**src/rtl/wps_pkg.sv**
```systemverilog
package wps_pkg;

  typedef enum logic [2:0] {
    SQ_IDLE       = 3'd0,
    SQ_ONE        = 3'd1,
    SQ_TWO        = 3'd2,
    SQ_OPEN_FIRST = 3'd3,
    SQ_OPEN       = 3'd4
  } seq_state_e;

  typedef struct packed {
    logic accept;
    logic illegal;
  } verdict_t;

  // refusal rule shared by the three command steps
  function automatic verdict_t step_verdict(input logic prot, input logic hit);
    verdict_t v;
    v.accept  = !prot;
    v.illegal = prot && !hit;
    return v;
  endfunction

  function automatic logic is_window(input seq_state_e s);
    return (s == SQ_OPEN_FIRST) || (s == SQ_OPEN);
  endfunction

endpackage

```
**src/rtl/wps_strobe_filter.sv**
```systemverilog
module wps_strobe_filter #(
  parameter int MIN_LOW = 3
) (
  input  logic clk,
  input  logic rst_n,
  input  logic we_n,
  input  logic ce_n,
  input  logic oe_n,
  input  logic supply_low,
  output logic fire
);
  localparam int CW = $clog2(MIN_LOW + 1);
  localparam logic [CW-1:0] LAST = CW'(MIN_LOW - 1);
  localparam logic [CW-1:0] SAT  = CW'(MIN_LOW);

  logic          qual;
  logic [CW-1:0] low_cnt;

  assign qual = !we_n && !ce_n && oe_n && !supply_low;
  assign fire = qual && (low_cnt == LAST);

  always_ff @(posedge clk) begin
    if (!rst_n)             low_cnt <= '0;
    else if (!qual)         low_cnt <= '0;
    else if (low_cnt != SAT) low_cnt <= low_cnt + 1'b1;
  end
endmodule

```
**src/rtl/wps_cmd_fsm.sv**
```systemverilog
module wps_cmd_fsm
  import wps_pkg::*;
#(
  parameter int             AW      = 17,
  parameter int             DW      = 8,
  parameter logic [AW-1:0]  STEP0_A = 17'h05555,
  parameter logic [DW-1:0]  STEP0_D = 8'hAA,
  parameter logic [AW-1:0]  STEP1_A = 17'h02AAA,
  parameter logic [DW-1:0]  STEP1_D = 8'h55,
  parameter logic [AW-1:0]  STEP2_A = 17'h05555,
  parameter logic [DW-1:0]  STEP2_D = 8'hA0,
  parameter logic [AW-1:0]  DISARM_A = 17'h05555,
  parameter logic [DW-1:0]  DISARM_D = 8'h20
) (
  input  logic          clk,
  input  logic          rst_n,
  input  logic          prot_preset,
  input  logic          fire,
  input  logic [AW-1:0] addr,
  input  logic [DW-1:0] din,
  input  logic          page_end,
  output verdict_t      verdict,
  output logic          prot_on,
  output logic          seq_done,
  output logic          disarm,
  output logic          window_open
);
  seq_state_e st, st_n;
  logic       prot_n;
  logic       hit0, hit1, hit2, hitd;

  assign hit0 = (addr == STEP0_A) && (din == STEP0_D);
  assign hit1 = (addr == STEP1_A) && (din == STEP1_D);
  assign hit2 = (addr == STEP2_A) && (din == STEP2_D);
  assign hitd = (addr == DISARM_A) && (din == DISARM_D);
  assign window_open = is_window(st);

  always_comb begin
    st_n     = st;
    prot_n   = prot_on;
    verdict  = '0;
    seq_done = 1'b0;
    disarm   = 1'b0;
    if (fire) begin
      case (st)
        SQ_IDLE: begin
          verdict = step_verdict(prot_on, hit0);
          st_n    = hit0 ? SQ_ONE : SQ_IDLE;
        end
        SQ_ONE: begin
          verdict = step_verdict(prot_on, hit1);
          st_n    = hit1 ? SQ_TWO : SQ_IDLE;
        end
        SQ_TWO: begin
          verdict = step_verdict(prot_on, hit2);
          if (hit2) begin
            st_n     = SQ_OPEN_FIRST;
            prot_n   = 1'b1;
            seq_done = 1'b1;
          end else begin
            st_n = SQ_IDLE;
          end
        end
        SQ_OPEN_FIRST: begin
          if (hitd) begin
            prot_n = 1'b0;
            disarm = 1'b1;
            st_n   = SQ_IDLE;
          end else begin
            verdict.accept = 1'b1;
            st_n           = SQ_OPEN;
          end
        end
        SQ_OPEN: verdict.accept = 1'b1;
        default: st_n = SQ_IDLE;
      endcase
    end
    if (page_end && window_open) st_n = SQ_IDLE;
  end

  always_ff @(posedge clk) begin
    if (!rst_n) begin
      st      <= SQ_IDLE;
      prot_on <= prot_preset;
    end else begin
      st      <= st_n;
      prot_on <= prot_n;
    end
  end
endmodule

```
**src/rtl/wp_sequencer.sv**
```systemverilog
module wp_sequencer
  import wps_pkg::*;
#(
  parameter int AW      = 17,
  parameter int DW      = 8,
  parameter int MIN_LOW = 3
) (
  input  logic          clk,
  input  logic          rst_n,
  input  logic          prot_preset,
  input  logic          ce_n,
  input  logic          oe_n,
  input  logic          we_n,
  input  logic          supply_low,
  input  logic [AW-1:0] addr,
  input  logic [DW-1:0] din,
  input  logic          page_end,
  output logic          wr_accept,
  output logic          wr_illegal,
  output logic [AW-1:0] acc_addr,
  output logic [DW-1:0] acc_data,
  output logic          prot_on
);
  logic     fire;
  logic     seq_done;
  logic     disarm;
  logic     window_open;
  verdict_t verdict;

  wps_strobe_filter #(.MIN_LOW(MIN_LOW)) u_filter (
    .clk(clk), .rst_n(rst_n), .we_n(we_n), .ce_n(ce_n), .oe_n(oe_n),
    .supply_low(supply_low), .fire(fire)
  );

  wps_cmd_fsm #(.AW(AW), .DW(DW)) u_fsm (
    .clk(clk), .rst_n(rst_n), .prot_preset(prot_preset), .fire(fire),
    .addr(addr), .din(din), .page_end(page_end), .verdict(verdict),
    .prot_on(prot_on), .seq_done(seq_done), .disarm(disarm),
    .window_open(window_open)
  );

  always_ff @(posedge clk) begin
    if (!rst_n) begin
      wr_accept  <= 1'b0;
      wr_illegal <= 1'b0;
      acc_addr   <= '0;
      acc_data   <= '0;
    end else begin
      wr_accept  <= verdict.accept;
      wr_illegal <= verdict.illegal;
      if (verdict.accept) begin
        acc_addr <= addr;
        acc_data <= din;
      end
    end
  end
endmodule

```
**config.mk**
```make
export PLATFORM = sky130hd
export DESIGN_NAME = wp_sequencer
export DESIGN_NICKNAME = d
export VERILOG_FILES = /design/src/rtl/wps_pkg.sv /design/src/rtl/wps_strobe_filter.sv /design/src/rtl/wps_cmd_fsm.sv /design/src/rtl/wp_sequencer.sv
export SDC_FILE = /design/constraint.sdc
export NUM_CORES = 1
export LEC_CHECK = 0
export BUFFER_PORTS_ARGS = -buffer_cell sky130_fd_sc_hd__buf_2
export CORE_ASPECT_RATIO = 0.8
export CORE_MARGIN = 2
export CORE_UTILIZATION = 49
export DETAILED_ROUTE_END_ITERATION = 12
export GPL_TIMING_DRIVEN = 1
export PLACE_DENSITY_LB_ADDON = 0.25
export RECOVER_POWER = 50
export SYNTH_ARGS = -nofsm -noshare
export SYNTH_HDL_FRONTEND = slang
export SYNTH_SLANG_ARGS = --single-unit
```
**constraint.sdc**
```tcl
create_clock -name clk -period 2.15 [get_ports clk]
set_input_delay 0.215 -clock clk [delete_from_list [all_inputs] [get_ports clk]]
set_output_delay 0.215 -clock clk [all_outputs]
set_load 0.02 [all_outputs]
```
Yosys cells after proc, flatten, opt, wreduce, memory -nomap -nowiden --
Index checks and enable logic that the tools add are counted. Widths: inputs -> output; s select.
Operators by class: eq/ne operators 16, reduce and logical (&&, ||, !) cells 27, bitwise gates (word level) 2, add/sub/neg operators 1, multiplexer cells 14
Operators by type and width (count):
- $eq 17x14->1 const B | 1
- $eq 17x15->1 const B | 1
- $eq 8x8->1 const B | 2
- $pmux 3 s5 | 1
- $logic_and 1x1->1 | 12
- $eq 8x6->1 const B | 1
- $eq 8x7->1 const B | 1
- $logic_not 1->1 | 7
- $eq 3x2->1 const B | 2
- $mux 1 | 6
- $mux 2 | 3
- $ne 3x2->1 const B | 2
- $pmux 1 s3 | 2
- $reduce_and 2->1 | 3
- $reduce_and 4->1 | 1
- $eq 3x1->1 const B | 1
- $eq 3x3->1 const B | 1
- $logic_not 3->1 | 1
- $mux 3 | 1
- $ne 3x1->1 const B | 1
- $reduce_or 3->1 | 1
- $add 2x1->2 const B | 1
- $eq 2x2->1 const B | 1
- $ne 2x1->1 const B | 1
- other kinds (5) | 6
Word-level totals: input port bits 33, register bits 33, word-level logic and storage cells 67, output and inout bits 28

Logic depth before layout (Yosys ltp) --
Gate-level depths: netlist (run 1).
depth in word-level cells 7, gate-level depth with buffers 7, mapped depth without buffers 6

Modules after synthesis --
From an unflattened synthesis (run 1), not the netlist that was laid out.
Unflattened totals: cell total of the unflattened synthesis 166, area, all modules 1694.1 um^2
By module, submodules not included:
- wp_sequencer | cells each 84, area each 1018.5 um^2, sequential area each 540.5 um^2, times used 1
- wps_cmd_fsm | cells each 70, area each 540.5 um^2, sequential area each 90.1 um^2, times used 1
- wps_strobe_filter | cells each 12, area each 135.1 um^2, sequential area each 40.0 um^2, times used 1

Worst setup path before layout (run 1) --
Ideal clock, no wire load.
path type reg-to-reg, start reg u_fsm.prot_on, end reg acc_addr[0], setup slack 0.380 ns, required time 2.078 ns, clock period less this slack 1.770 ns, library setup time 0.072 ns, cell stages (with the launch flop) 8, path buffers 2, data arrival time 1.699 ns, path through edfxtp_1 > nor2b_1 > a211oi_2 > nor3_1 > a311oi_2 > buf_6 > buf_12 > mux2i_1
On the way: longest elaborated chain between the ends 3
RTL lines:
- start, declared | RTL line wps_cmd_fsm.sv:23 | output logic prot_on,
- start signal, assigned | RTL line wps_cmd_fsm.sv:84 | prot_on <= prot_preset;
- start signal, assigned | RTL line wps_cmd_fsm.sv:87 | prot_on <= prot_n;
- $logic_not 1->1 | RTL line wps_pkg.sv:19 | v.accept = !prot;
- $pmux 1 s3 | RTL line wps_cmd_fsm.sv:45 | case (st)
- $mux 2 | RTL line wps_cmd_fsm.sv:44 | if (fire) begin
- end signal, assigned | RTL line wp_sequencer.sv:52 | acc_addr <= addr;
- end, declared | RTL line wp_sequencer.sv:20 | output logic [AW-1:0] acc_addr,
Every way passes these cells. A chain may end at the register's enable or synchronous reset.

Worst setup path after layout (run 1) --
start reg u_fsm.st[2], end reg acc_addr[15]
On the way: longest elaborated chain between the ends 4, elaborated cells between the ends (all ways) 8, classes of those cells eq/ne (4); mux (2); reduce/logical (2)
RTL lines:
- start, declared | RTL line wps_cmd_fsm.sv:28 | seq_state_e st, st_n;
- start signal, assigned | RTL line wps_cmd_fsm.sv:86 | st <= st_n;
- $eq 3x1->1 (tied with other cells) | RTL line wps_cmd_fsm.sv:45
- $reduce_or 3->1 (no source line)
- $pmux 1 s3 (*) | RTL line wps_cmd_fsm.sv:45
- $mux 2 (*) | RTL line wps_cmd_fsm.sv:44
Mark *: on every way between the ends. The rest lies on a longest branch, timed or not.

==> results of run 1 <==
-- power by group --
part	internal [W]	leakage, nW	total, W	switching [W]
logic	0.0000440	0.484	0.000107	0.0000634
registers	0.000616	0.268	0.000618	0.00000167
clock network	0.000220	0.0410	0.000439	0.000219
total	0.000880	0.792	0.00116	0.000284
-- worst min-delay path by stage --
stage               depth (start not counted)  slack, ps      endpoint
CTS                                         3        170   acc_addr[7]
global route                                3        180   acc_addr[7]
floorplan                                   2        360   acc_addr[0]
detailed placement                          2        450   acc_addr[8]
global placement                            2        440  acc_addr[15]
finish                                      3        180   acc_addr[7]
-- cells in the final DEF, fill, tap and decap left out, drive strengths merged, types with 2 or more instances in the layout --
cell    netlist  final
clkbuf        6     34
mux2i        25     25
and4bb        4      4
buf           6     36
nor2         11     11
a21oi         7      7
ha            2      2
nand4b        2      2
o21ai         3      3
nor4          2      2
o41ai         2      2
nor3          4      4
a211oi        2      2
nand2        55     55
inv           3      3
dfxtp        32     32
nor4b         4      4
nor2b         4      4
nand4         2      2
and3b         3      3
-- area by class of cell --
type | count | area [um^2] | share of cell area (%)
Clock inverter | 1 | 5.00 | 0.242
Timing Repair Buffer | 64 | 295 | 14.3
Inverter | 3 | 11.3 | 0.544
Tap cell | 42 | 52.6 | 2.54
Multi-Input combinational cell | 143 | 961 | 46.5
Clock buffer | 6 | 72.6 | 3.51
Sequential cell | 33 | 671 | 32.4
-- per-stage QoR --
step / util, % / total power [W] / setup slack [ps] / hold WS, ps
2_1_floorplan: - / 0.000681 / 380 / 357
3_3_place_gp: 59.6 / 0.000738 / 351 / 441
3_5_place_dp: 59.6 / 0.000739 / 304 / 445
4_1_cts: 61.9 / 0.00117 / 291 / 174
5_1_grt: 60.8 / 0.00121 / 155 / 178
6_report: 60.8 / 0.00116 / 302 / 179
-- flip-flops by register name (all words and copies together), names as in the netlist --
register / cells
acc_addr: 17
acc_data: 8
u_filter.low_cnt: 2
u_fsm.prot_on: 1
u_fsm.st: 3
wr_accept: 1
wr_illegal: 1
-- cells by family after synthesis --
| group | after synthesis |
|---|---|
| AOI/OAI and AO/OA | 20 |
| and+or+nand+nor | 95 |
| xor gates and xnor gates | 1 |
| muxes | 25 |
| DFF | 33 |
| adders and majority gates | 2 |
| buffers and inverters | 15 |
-- layer usage --
layer | GRT usage (%) | part of all wire [%]
met1 | 26.4 | 49
met2 | 29.5 | 44
met3 | 8.30 | 5.1
met4 | 7.42 | 1.7
met5 | 0 | 0
-- tightest hold or removal path, delay by kind of cell --
kind,cells,cell delay (ps)
and+or+nand+nor,1,50
buffers and inverters,1,110
muxes,1,50
==> flow_summary.yaml, run 1 <==
yosys:
  syn-mean-instance-area_um2: 9.07
  synth_compound_gate_area_share_pct: 8.52
  synth_fa_ha_area_share_pct: 1.44
  ys_top_cells_by_count: "nand2_1, dfxtp_1, mux2i_1"
  synth_area_leader_cell: "dfxtp_1"
  post_synth_main_area_contributors: "dfxtp_1, mux2i_1, nand2_1"
  muxShareOfSynthArea_pct: 14.4
  yosys_most_used_dff: "dfxtp_1"
  synthSimpleGateAreaFrac_pct: 29.9
  synth_top_family_by_area: "simple AND/OR/NAND/NOR gates"
  synth-xor-area-share_pct: 0.505
  seq_area_frac_synth_pct: 38.7
  synth.cell_area_um2: 1730
  postSynthRegisterBits: 33
  post_synth_num_cell_types: 41
  ys.warnings.count: 0
  syn_inst: 191
  synth-edff-count: 1
  post-synth-top-count-cell: "nand2_1"
  synth.top_cell.area_share_pct: 37.0
  share_of_synthesized_registers_carrying_an_async_set_or_reset_pct: 0
  synth.net_count: 226
sta:
  setup_repair_after_global_routing_missed_its_margin: "no"
  worstMarginPinSlew_ps: 402
  tns_ps: 0
  setup_viol: 0
  clock_skew_ps: 7.97
  slew_violations: 0
  finalHoldViolCount: 0
  slew-limit-headroom_pct: 72.5
  achievable-frequency_mhz: 541
  final_min_period_over_clock_period_pct: 86.0
  period_minus_slack_ps: 1850
place:
  buffer_ports.inserted: 60
  place_area_um2: 2030
  placed_cells: 285
  globalplace.congestion: 0.801
  detailed_place_hpwl_mm: 2.95
min_path:
  holdCritStartpoint: "addr[7]"
  worst_hold_path_type: "in2reg"
critical_path:
  critical_path_depth: 6
  crit-reg2reg-capture: "acc_addr[15]"
  crit_chain: "nor2b_1 > a211oi_2 > nor3_1 > a311oi_4 > buf_4 > mux2i_1"
  slowest_delay_ps: 510
  endpoint_of_the_worst_setup_timing_path: "acc_addr[15]"
  r2r.worst_path.cells: 6
  critical_path_source: "u_fsm.st[2]"
  cp_data_arrival_time_ps: 2060
  cp.required_ps: 2370
  path_buf_inv: 1
  critical_path.top_delay_family: "flip-flops"
  critical_path.endpoint_type: "flop"
  reg2reg_from: "u_fsm.st[2]"
  startpoint_class: "flop"
  timing.critical_path.slowest_stage_cell: "dfxtp_1"
  path_max_fanout: 16
  path_class: "reg2reg"
  r2r_setup_slack_ps: 300
global_routing:
  grt_pass1_vias: 1348
  grt_pass1_wl_mm: 6.28
  grtUsageTotal_pct: 20.0
  grt_antenna_before_repair: 0
  grt_overflow_total: 0
  grt_start_max_net_pins: 36
clocking:
  cts_post_setup_buffers_inserted: 0
  numClockSinks: 33
  htree_levels: 2
  ctsLongestPathBuffers: 2
  post_cts_resize_count: 0
  clk-insertion-delay-late_ps: 290
  cts_hold_repair.buffers: 0
  cts_tree: "done"
  cts_buffers: 5
  cell_chosen_for_the_clock_root: "clkbuf_8"
  clkSlewWorstSetupHoldPaths_ps: 70
floorplanning:
  die-width_um: 70.5
  die_height_um: 57.2
  placementRows: 19
  core-area_um2: 3400
  dieArea_um2: 4030
  io-pin-count: 61
  initial_core_util_pct: 51.0
drt:
  detailroute.via_count: 1529
  route.antenna.remaining_nets: 0
  first_iter_violations: 61
  vias_per_cell: 5.24
  remaining_drc_errors: 0
  detail_route.wirelength_mm: 3.93
  post_drt_wl_per_cell_um: 13.4
  firstDrtPassIters: 4
final_layout:
  final_layout_size_suffix_gt1_share_pct: 20.0
  n_antenna_cell: 0
  fin_cells: 292
  final_cell_area_um2: 2070
  post_layout_net_count: 285
  area.growth.synth_to_final_pct: 19.3
  layout.filler_cells: 341
outcome:
  outcome: "finished clean"
power_and_ir_drop:
  pwr_density_cell_nw_per_um2: 563
  leakagePower_nw: 0.792
  peak_supply_drop_mv: 0.327
flow_run:
  cap_viol_max_count: 0
Power figures use the tool's default switching activity.
==> run 2, diff against run 1 <==
--- a/config.mk
+++ b/config.mk
@@ -5,10 +5,11 @@
 export SDC_FILE = /design/constraint.sdc
 export NUM_CORES = 1
 export LEC_CHECK = 0
+export ABC_AREA = 1
 export BUFFER_PORTS_ARGS = -buffer_cell sky130_fd_sc_hd__buf_2
 export CORE_ASPECT_RATIO = 0.8
 export CORE_MARGIN = 2
-export CORE_UTILIZATION = 49
+export CORE_UTILIZATION = 51
 export DETAILED_ROUTE_END_ITERATION = 12
 export GPL_TIMING_DRIVEN = 1
 export PLACE_DENSITY_LB_ADDON = 0.25
==> run 2 against run 1 <==
Compared with the run above:
- maximum frequency increased by 10%
- design area rose by 11%
- clock-buffer cell count shrank 1
- die area is 9.6% higher
- wire length rose by 17%
- global-route usage rose by 1.8 points
- power up 5.2%
- sequential cell count did not move
- utilization is 0.19 points higher
- critical endpoint is now acc_data[5]
- largest cell class unchanged
==> flow_summary.yaml, run 2 <==
yosys:
  share_of_synthesized_registers_carrying_an_async_set_or_reset_pct: 0
  post-synth-top-count-cell: "nand2_1"
  synth_area_leader_cell: "dfxtp_1"
  synth.top_cell.area_share_pct: 32.2
  post_synth_main_area_contributors: "dfxtp_1, nand2_1, nor2_1"
  post_synth_num_cell_types: 25
  syn-mean-instance-area_um2: 6.48
  ys.warnings.count: 0
  ys_top_cells_by_count: "nand2_1, nor2_1, inv_1"
  synth.net_count: 342
  synth-edff-count: 1
  postSynthRegisterBits: 33
  seq_area_frac_synth_pct: 33.7
  syn_inst: 307
  synth.cell_area_um2: 1990
  yosys_most_used_dff: "dfxtp_1"
sta:
  period_minus_slack_ps: 1670
  finalHoldViolCount: 0
  tns_ps: 0
  clock_skew_ps: 2.35
  final_min_period_over_clock_period_pct: 77.8
  setup_repair_after_global_routing_missed_its_margin: "no"
  achievable-frequency_mhz: 598
  whs_ps: 215
  slew-limit-headroom_pct: 64.1
  setup_viol: 0
  slew_violations: 0
  worstMarginPinSlew_ps: 538
global_routing:
  grtUsageTotal_pct: 21.8
  grt_start_max_net_pins: 52
  grt_antenna_before_repair: 0
  grt_overflow_total: 0
  grt_pass1_wl_mm: 7.41
  grt_pass1_vias: 1744
clocking:
  htree_levels: 2
  cts_hold_repair.buffers: 0
  cts_tree: "done"
  post_cts_resize_count: 0
  ctsLongestPathBuffers: 2
  clkSlewWorstSetupHoldPaths_ps: 70
  clk-insertion-delay-late_ps: 290
  numClockSinks: 33
  cts_post_setup_buffers_inserted: 0
  cell_chosen_for_the_clock_root: "clkbuf_8"
  cts_buffers: 5
power_and_ir_drop:
  p_clk_share_pct: 37.4
  peak_supply_drop_mv: 0.327
  total_switching_power_w: 0.000337
  pwr_density_cell_nw_per_um2: 531
  power.share.sequential_pct: 50.4
  leakagePower_nw: 1.07
  power.switching_fraction_pct: 27.5
  p_comb_share_pct: 12.2
  post-layout-total-power_w: 0.00123
  power_report.internal_total_w: 0.000888
critical_path:
  path_max_fanout: 51
  reg2reg_from: "u_fsm.st[0]"
  path_class: "reg2reg"
  timing.critical_path.slowest_stage_cell: "nand2_4"
  timing.critical_path.mode_cell: "inv_1"
  critical_path_source: "u_fsm.st[0]"
  cp.required_ps: 2330
  critical_path.endpoint_type: "flop"
  startpoint_class: "flop"
  critical_path.top_delay_family: "simple AND/OR/NAND/NOR gates"
  crit_chain: "inv_1 > o21ai_2 > o21ai_0 > inv_1 > nand2_4 > nand3_1 > nand2_1 > nor2_1"
  slowest_delay_ps: 410
  cp_data_arrival_time_ps: 1860
  path_buf_inv: 2
final_layout:
  n_antenna_cell: 0
  post_layout_net_count: 399
  layout.cells.most_common_list: "nand2_1, nor2_1, inv_1"
  final_layout_size_suffix_gt1_share_pct: 15.6
  largest_register_ff_count: 17
  final_cell_area_um2: 2310
  largest_registers: "acc_addr (17), acc_data (8), u_fsm.st (3)"
  final_common_cell: "nand2_1"
  area.growth.synth_to_final_pct: 15.9
  largest-register: "acc_addr"
drt:
  firstDrtPassIters: 4
  first_iter_violations: 85
  detail_route.wirelength_mm: 4.58
  vias_per_cell: 4.95
  remaining_drc_errors: 0
  route.antenna.remaining_nets: 0
  detailroute.via_count: 2081
  post_drt_wl_per_cell_um: 10.9
min_path:
  worst_hold_path_type: "in2reg"
  holdCritStartpoint: "we_n"
place:
  globalplace.congestion: 0.983
  buffer_ports.inserted: 60
  detailed_place_hpwl_mm: 3.44
  place_area_um2: 2260
floorplanning:
  dieArea_um2: 4420
  core-area_um2: 3780
  initial_core_util_pct: 52.6
  io-pin-count: 61
  die-width_um: 73.8
  placementRows: 20
  die_height_um: 59.9
outcome:
  outcome: "finished clean"
flow_run:
  cap_viol_max_count: 0
run 2: changes by cell type after synthesis, moves of 6 or more:
| cell | before | now |
|---|---|---|
| nor2_1 | 10 | 56 |
| inv_1 | 3 | 40 |
| nand3_1 | 1 | 33 |
| mux2i_1 | 25 | 0 |
| a21oi_1 | 7 | 23 |
| nand4_1 | 1 | 15 |
| a21oi_2 | 0 | 8 |
| nand2_1 | 54 | 62 |
| clkbuf_1 | 6 | 0 |
run 2: cells by family (layout without fill, tap and decap cells):
| kind of cell | count (synthesis) | in the layout | synth area share (%) |
|---|---|---|---|
| adders and majority gates | 2 | 2 | 1.26 |
| and+or+nand+nor | 178 | 178 | 39.0 |
| buffers and inverters | 55 | 113 | 14.2 |
| xor gates and xnor gates | 1 | 1 | 0.440 |
| AOI/OAI and AO/OA | 38 | 38 | 11.4 |
| DFF | 33 | 33 | 33.7 |
run 2: layer usage:
metal | vias to the layer above | global-route usage, % | wire, um
met4 | 0 | 6.75 | 39
met3 | 7 | 5.06 | 255
met5 | - | 0 | 0
met1 | 914 | 29.3 | 2220
li1 | 1102 | - | -
met2 | 58 | 35.1 | 2070
run 2: final cells by class:
cell class                      count  area (um^2)
Multi-Input combinational cell    219         1040
Inverter                           42          158
Tap cell                           55         68.8
Clock buffer                        5         68.8
Timing Repair Buffer               63          288
Fill cell                         403         1470
Clock inverter                      3         16.3
Sequential cell                    33          671
run 2: through the flow:
step                instances  util, %  setup slack (ps)
floorplan                 307        -               725
global placement          412     59.7               557
detailed placement        412     59.7               523
CTS                       420     62.0               474
global route              420     61.0               297
finish                    420     61.0               477
run 2: path summary, 6_finish.rpt:
kind / depth (start not counted) / to / slack [ps]
worst max-delay path: 8 / acc_data[5] / 480
worst min-delay path: 4 / u_filter.low_cnt[1] / 210
worst max register to register: 8 / acc_data[5] / 480
worst min register to register: 2 / acc_addr[11] / 480
run 2: worst reg2reg max path: cells and delay by family, from the launching register on:
| family | cells | cell delay [ps] |
|---|---|---|
| flops | 1 | 350 |
| simple gates | 4 | 720 |
| compound gates | 2 | 250 |
| buf+inv | 2 | 240 |
run 2: power by group through the flow:
stage          registers, W  logic [W]  clock network [W]
5_1_grt            0.000618   0.000168           0.000499
3_3_place_gp       0.000632   0.000147                  0
4_1_cts            0.000618   0.000149           0.000464
6_report           0.000618   0.000150           0.000458
2_1_floorplan      0.000634   0.000105                  0
3_5_place_dp       0.000632   0.000148                  0
